==> src/rtl/prom_page_reader.sv <==
module prom_page_reader #(
  parameter int AW        = 23,
  parameter int CLK_NS    = 5,
  parameter int T_RAND_NS = 120,
  parameter int T_PAGE_NS = 30,
  parameter int T_HIZ_NS  = 20,
  parameter int IDLE_CYC  = 16
) (
  input  logic          clk,
  input  logic          rst_n,
  input  logic          req_i,
  input  logic [AW-1:0] addr_i,
  input  logic          wide_i,
  output logic          rdy_o,
  output logic [31:0]   rdata_o,
  output logic          rom_ce_n,
  output logic          rom_oe_n,
  output logic          rom_dw_o,
  output logic [AW-2:0] rom_a_o,
  input  logic [31:0]   rom_d_i,
  output logic          rom_am1_o,
  output logic          rom_am1_en_o
);
  localparam int RAND_W = (T_RAND_NS + CLK_NS - 1) / CLK_NS;
  localparam int PAGE_W = (T_PAGE_NS + CLK_NS - 1) / CLK_NS;
  localparam int HIZ_R  = (T_HIZ_NS + CLK_NS - 1) / CLK_NS;
  localparam int HIZ_W  = (HIZ_R < 1) ? 1 : HIZ_R;
  localparam int CMAX   = (RAND_W > IDLE_CYC) ? RAND_W : IDLE_CYC;
  localparam int CW     = $clog2(CMAX + 1);

  typedef enum logic [1:0] {S_OFF, S_OPEN, S_RUN, S_DRAIN} st_t;

  st_t            st;
  logic [CW-1:0]  cnt;
  logic           en_n_q, dw_q, pdw_q, pend_q, am1_q, pg_vld, rdy_q;
  logic [AW-2:0]  a_q;
  logic [AW-5:0]  pg_q;
  logic [31:0]    rdata_q;

  wire take = req_i && (st == S_OFF || st == S_OPEN);
  wire hit  = pg_vld && (addr_i[AW-1:4] == pg_q);

  assign rom_ce_n     = en_n_q;
  assign rom_oe_n     = en_n_q;
  assign rom_dw_o     = dw_q;
  assign rom_a_o      = a_q;
  assign rom_am1_o    = am1_q & ~dw_q;
  assign rom_am1_en_o = ~dw_q;
  assign rdy_o        = rdy_q;
  assign rdata_o      = rdata_q;

  always_ff @(posedge clk or negedge rst_n) begin
    if (!rst_n) begin
      st <= S_OFF; cnt <= '0; en_n_q <= 1'b1; dw_q <= 1'b1; pdw_q <= 1'b1;
      pend_q <= 1'b0; am1_q <= 1'b0; pg_vld <= 1'b0; rdy_q <= 1'b0;
      a_q <= '0; pg_q <= '0; rdata_q <= '0;
    end else begin
      rdy_q <= 1'b0;
      if (take) begin
        a_q   <= addr_i[AW-1:1];
        am1_q <= addr_i[0];
        pg_q  <= addr_i[AW-1:4];
      end
      case (st)
        S_OFF: if (req_i) begin
          dw_q   <= wide_i;
          en_n_q <= 1'b0;
          cnt    <= CW'(RAND_W - 1);
          st     <= S_RUN;
        end
        S_OPEN: if (req_i) begin
          if (wide_i != dw_q) begin
            en_n_q <= 1'b1;
            pg_vld <= 1'b0;
            pdw_q  <= wide_i;
            pend_q <= 1'b1;
            cnt    <= CW'(HIZ_W - 1);
            st     <= S_DRAIN;
          end else begin
            cnt <= hit ? CW'(PAGE_W - 1) : CW'(RAND_W - 1);
            st  <= S_RUN;
          end
        end else if (cnt == '0) begin
          en_n_q <= 1'b1;
          pg_vld <= 1'b0;
          pend_q <= 1'b0;
          cnt    <= CW'(HIZ_W - 1);
          st     <= S_DRAIN;
        end else begin
          cnt <= cnt - 1'b1;
        end
        S_RUN: if (cnt == '0) begin
          rdata_q <= dw_q ? rom_d_i : {16'h0, rom_d_i[15:0]};
          rdy_q   <= 1'b1;
          pg_vld  <= 1'b1;
          cnt     <= CW'(IDLE_CYC - 1);
          st      <= S_OPEN;
        end else begin
          cnt <= cnt - 1'b1;
        end
        S_DRAIN: if (cnt == '0) begin
          if (pend_q) begin
            dw_q   <= pdw_q;
            en_n_q <= 1'b0;
            pend_q <= 1'b0;
            cnt    <= CW'(RAND_W - 1);
            st     <= S_RUN;
          end else begin
            st <= S_OFF;
          end
        end else begin
          cnt <= cnt - 1'b1;
        end
        default: st <= S_OFF;
      endcase
    end
  end

  a_r9_rdy_single: assert property (@(posedge clk) disable iff (!rst_n)
    rdy_o |=> !rdy_o);

  a_r2_pins_hold: assert property (@(posedge clk) disable iff (!rst_n)
    (st == S_RUN) |=> ($stable(rom_a_o) && $stable(rom_am1_o)));

  a_r2_rdy_enabled: assert property (@(posedge clk) disable iff (!rst_n)
    rdy_o |-> !rom_ce_n);

  a_r6_width_in_standby: assert property (@(posedge clk) disable iff (!rst_n)
    !$stable(rom_dw_o) |-> $past(rom_ce_n));

  a_r7_page_closed: assert property (@(posedge clk) disable iff (!rst_n)
    $rose(rom_ce_n) |-> !pg_vld);
endmodule

==> config.mk <==
export PLATFORM = sky130hd
export DESIGN_NAME = prom_page_reader
export DESIGN_NICKNAME = d
export VERILOG_FILES = /design/src/rtl/prom_page_reader.sv
export SDC_FILE = /design/constraint.sdc
export NUM_CORES = 1
export LEC_CHECK = 0
export BUFFER_PORTS_ARGS = -buffer_cell sky130_fd_sc_hd__clkbuf_2
export CELL_PAD_IN_SITES_DETAIL_PLACEMENT = 1
export CELL_PAD_IN_SITES_GLOBAL_PLACEMENT = 1
export CORE_MARGIN = 5
export CORE_UTILIZATION = 37
export DETAILED_ROUTE_END_ITERATION = 6
export HOLD_SLACK_MARGIN = 0.08
export PLACE_DENSITY = 0.77
export SYNTH_ARGS = -nofsm -noshare
export SYNTH_HDL_FRONTEND = slang
export SYNTH_SLANG_ARGS = --single-unit
==> constraint.sdc <==
create_clock -name clk -period 2.2 [get_ports clk]
set_clock_uncertainty 0.05 [all_clocks]
set_input_delay 0.44 -clock clk [delete_from_list [all_inputs] [get_ports clk]]
set_output_delay 0.44 -clock clk [all_outputs]
set_load 0.01 [all_outputs]
# Word-level counts from Yosys, hierarchy flattened
# Index checks and enable logic that the tools add are counted.
[totals] regBits=87 elab_cells=82 inputBits=59
[op_classes] addsub=1 reduce_logical=17 muxes=38 n_bitwise=2 n_eq_ne=12
[ops] operator="$mux 5" n=8
[ops] operator="$mux 32" n=1
[ops] operator="$pmux 5 s4" n=1
[ops] operator="$eq 19x19->1" n=1
[ops] operator="$mux 1" n=17
[ops] operator="$mux 2" n=6
[ops] operator="$reduce_and 4->1" n=3
[ops] operator="$ne 2x2->1 const B" n=4
[ops] operator="$pmux 2 s4" n=1
[ops] operator="$ne 3x2->1 const B" n=2
[ops] operator="$pmux 1 s2" n=3
[ops] operator="$reduce_and 2->1" n=3
[ops] operator="$reduce_and 6->1" n=1
[ops] operator="$reduce_bool 2->1" n=3
[ops] operator="$logic_not 5->1" n=1
[ops] operator="$sub 5x1->5 const B" n=1
[ops] operator="$eq 2x2->1 const B" n=2
[ops] operator="$ne 3x3->1 const B" n=1
[ops] operator="$pmux 1 s3" n=1
[ops] operator="$reduce_and 3->1" n=1
[ops] operator="$reduce_bool 3->1" n=1
[ops] operator="$eq 2x1->1 const B" n=1
[ops] operator="$logic_and 1x1->1" n=2
[ops] operator="$logic_not 2->1" n=1
[ops] operator="other kinds (4)" n=4

# Longest topological paths before layout
[logic_depth] word_depth=6 ltp_mapped=8 ltp_nobuf=7

# Worst setup path after synthesis
# Ideal clock, no wire load.
[synth_path] path_kind="flip-flop to flip-flop" startpoint="register st[1]" endpoint="register a_q[0] (netlist: rom_a_o[0])" arrival_ps=1739 required_ps=2025 setup_time_ps=125 slack_ps=287 stages_incl_launch_ff=7 cell_sequence="dfrtp_1 inv_1 ha_1 clkbuf_1 o21ai_1 buf_2 mux2_2"
[synth_via] elab_chain_len=3 word_cells_on_any_way=4 classes_between="eq/ne: 1; reduce/logical: 3"
[synth_rtl] element="start, declared" line="33" rtl="st_t st;"
[synth_rtl] element="start signal, assigned" line="54" rtl="st <= S_OFF; cnt <= '0; en_n_q <= 1'b1; dw_q <= 1'b1; pdw_q <= 1'b1;"
[synth_rtl] element="start signal, assigned" line="69" rtl="st <= S_RUN;"
[synth_rtl] element="start signal, assigned" line="78" rtl="st <= S_DRAIN;"
[synth_rtl] element="$eq 2x1->1 / $logic_not 2->1 (equally long branches)" line="40" rtl="wire take = req_i && (st == S_OFF || st == S_OPEN);"
[synth_rtl] element="$logic_or 1x1->1 (*)" line="40"
[synth_rtl] element="$logic_and 1x1->1 (*)" line="40"
[synth_rtl] element="end signal, assigned" line="60" rtl="a_q <= addr_i[AW-1:1];"
[synth_rtl] element="end, declared" line="36" rtl="logic [AW-2:0] a_q;"
# Every way passes the cells marked *; elsewhere a longest branch is shown, timed or not.
# A chain may end at the register's enable or synchronous reset.

# Worst setup path after layout
[layout_path] startpoint="register cnt[0]" endpoint="register cnt[1]"
[layout_via] elab_chain_len=4 word_cells_on_any_way=9 classes_between="add/sub: 1; eq/ne: 1; mux: 5; reduce/logical: 2"
[layout_rtl] element="start, declared" line="34" rtl="logic [CW-1:0] cnt;"
[layout_rtl] element="start signal, assigned" line="68" rtl="cnt <= CW'(RAND_W - 1);"
[layout_rtl] element="start signal, assigned" line="77" rtl="cnt <= CW'(HIZ_W - 1);"
[layout_rtl] element="start signal, assigned" line="80" rtl="cnt <= hit ? CW'(PAGE_W - 1) : CW'(RAND_W - 1);"
[layout_rtl] element="$sub 5x1->5 / $logic_not 5->1 (equally long branches)"
[layout_rtl] element="$mux 5" line="83" rtl="end else if (cnt == '0) begin"
[layout_rtl] element="$mux 5" line="71" rtl="S_OPEN: if (req_i) begin"
[layout_rtl] element="$pmux 5 s4" line="64" rtl="case (st)"
# Parallel ways exist; a longest one is shown, timed or not.

==> results.yml <==
sta:
  finalSetupViolations: 0
  max_freq_mhz: 493.8
  min_period_ns: 2.025
  timing.slew.headroom_pct: 64.67
  final-max-slew-violation-count: 0
  period_share_pct: 92.06
  rsz0062_at_grt: "false"
  hold_violations: 0
  tightest_slew_ns: 0.5300
  finalSetupTns_ns: 0
cells_and_area:
  final_util_pct: 49.54
  drive_gt1_share_pct: 45.65
  num-fill-cells: 984
  nNetsFinal: 473
  regArea_sq_um: 1705
  diodes: 0
  syn2layout_area_growth_pct: 29.17
  final_cell_area_sq_um: 4111
  stdcell_count: 519
  multi_input_area_sq_um: 1371
detailed_routing:
  vias: 2564
  postRouteAntennaNets: 0
  drtIter0Drc: 57
  wirelength_um: 8576
  drc_errors: 0
  viasPerCell: 4.940
  wire_per_inst_um: 16.52
  drtPass1Iterations: 4
status:
  outcome: "finished clean"
cts:
  cts_max_path_buffers: 2
  cts_setup_buffers: 0
  hold_buffers: 1
  htree_levels: 3
  cts-root-buf: "clkbuf_8"
  ctsResizeCount: 0
  cts_buffers: 9
  worstSkewPairLatency_ns: 0.34
  cts_sinks: 68
  cts_tree: "yes"
  cts.reportedPaths.clkPinSlew_ns: 0.09
worst_setup_path:
  cp_slowest_stage_delay_ns: 0.37
  cp_max_fo: 11
  criticalPathCategory: "reg2reg"
  endpoint_kind: "flop"
  arrival_ns: 2.20
  setup.worst_path.start_class: "flop"
  path_cells: "inv_1 -> ha_1 -> nor4b_4 -> buf_4 -> a31oi_1 -> o21ai_0 -> nor4_1 -> nor2_1"
  slowest_stage: "dfrtp_1"
  critPathRequiredTime_ns: 2.38
  reg2reg_depth: 8
power:
  ir_drop_mv: 0.6510
  p_leak_nw: 2.041
  p_per_area_nw_per_um2: 1509
synth:
  async_flop_share_pct: 100.0
  netlist.top_cell.by_area: "dfrtp_1"
  synth_edf_count: 0
  yosys-top-cells-count: "65 x dfrtp_1, 40 x nand2_1, 39 x mux2_2, 21 x nor2_1, 20 x xor2_1"
  synth_top_area_share_pct: 51.10
  ys_types: 38
  syn_area_sq_um: 3183
  ys_seq_area_share_pct: 53.58
  yosys.cell_count.top_type: "dfrtp_1"
  synthCells: 287
  synth_seq_cells: 68
  synth.area.top_cells: "dfrtp_1 51%, mux2_2 14%, xor2_1 5.5%"
  syn_area_per_cell_sq_um: 11.09
  syn_nets: 351
  yosys_warnings: 0
  ys.flop_type: "dfrtp_1"
grt:
  grt.total_usage_pct: 16.92
  grt_pass1_vias: 2858
  grt_pass1_wl_um: 13950
  antenna_found_initial: 0
  grt-ovfl-total: 0
  grt_max_degree: 50
die:
  rows: 33
  start_util_pct: 38.35
  core_sq_um: 8299
  io_pins: 119
  dieArea_sq_um: 10560
  dieWidth_um: 102.8
  die_h_um: 102.8
place:
  portBuffers: 118
  placedCellCount: 502
  gp_congestion: 0.8158
  place_area_sq_um: 3926
  dp_hpwl_um: 6652
min_path:
  whs_path_depth: 3
  hp-class: "in2reg"
flow_run:
  drv_cap: 0
==> final cells by class <==
class                      count  share of cell area [%]
sequential                    68                   41.48
timing repair buffer         126                   16.80
multi-input combinational    194                   33.35
tap                          105                   3.195
inverter                      10                  0.9130
clock inverter                 7                   1.248
clock buffer                   9                   3.013
==> final timing paths <==
kind                             start     endpoint  slack [ns]
max                             cnt[0]       cnt[1]        0.17
min                        rom_d_i[16]  rdata_o[16]        0.27
max reg2reg                     cnt[0]       cnt[1]        0.17
min reg2reg                rdata_o[21]  rdata_o[21]        0.44
max in group asynchronous        rst_n  rdata_o[11]        0.88
min in group asynchronous        rst_n  rdata_o[24]        0.52
==> registers in the layout, summed over array words and instances (netlist names) <==
signal	cells
st	2
rom_a_o	22
pg_vld	1
rdy_o	1
cnt	5
rom_dw_o	1
am1_q	1
pend_q	1
rom_ce_n	1
rdata_o	32
pdw_q	1
==> placed cells by master, fill, tap and decap left out, types with 2 or more instances in the layout <==
cell type	instances
dfrtp_1	65
a21oi_1	6
ha_1	5
nand2_1	40
clkbuf_8	9
nor2_1	21
o2bb2ai_1	2
nor3_1	3
a31oi_1	7
dfstp_2	3
mux2_2	39
clkinv_4	2
clkinvlp_4	2
clkinv_2	2
inv_1	10
nor2b_1	3
clkbuf_2	117
o21ai_0	19
nand3_1	4
buf_12	3
nor4_1	5
xor2_1	20
buf_4	4
xnor2_1	3
==> metrics by stage <==
stage                     hold WS, ns  setup WS [ns]  total power, mW
after floorplan               0.09441         0.2868            4.150
after global placement         0.3702         0.3291            5.177
after detailed placement       0.3693         0.2150            5.338
after CTS                      0.2497         0.1841            6.304
after global routing           0.2535        0.04219            6.694
final                          0.2652         0.1748            6.202
==> kinds of logic (layout without fill, tap and decap cells) <==
family	count (synthesis)	after routing	share of synthesized area, %
flip-flops	68	68	53.58
multiplexers	40	40	14.27
AND/OR/NAND/NOR	82	82	11.87
adder cells (fa/ha/maj)	5	5	1.965
buffers and inverters	25	152	3.459
AO/OA/AOI/OAI	44	44	8.530
XOR/XNOR	23	23	6.329
==> critical path: cells and delay by family (launching register included) <==
kind	cells	cell delay (ns)
flops	1	0.37
buf+inv	2	0.26
simple gates	3	0.53
fa+ha+maj	1	0.24
compound gates	2	0.47
==> power breakdown <==
group	total [mW]	switching (mW)	internal, mW
sequential	2.36	0.463	1.90
combinational	2.90	1.54	1.36
clock	0.940	0.527	0.412
total	6.20	2.53	3.67
==> metal layers <==
metal  global-route usage (%)  wire, um
met5                        0         0
met2                    28.70      4564
met4                    6.773       179
met1                    20.66      3410
met3                    4.263       421
(Power assumes the default switching activity.)
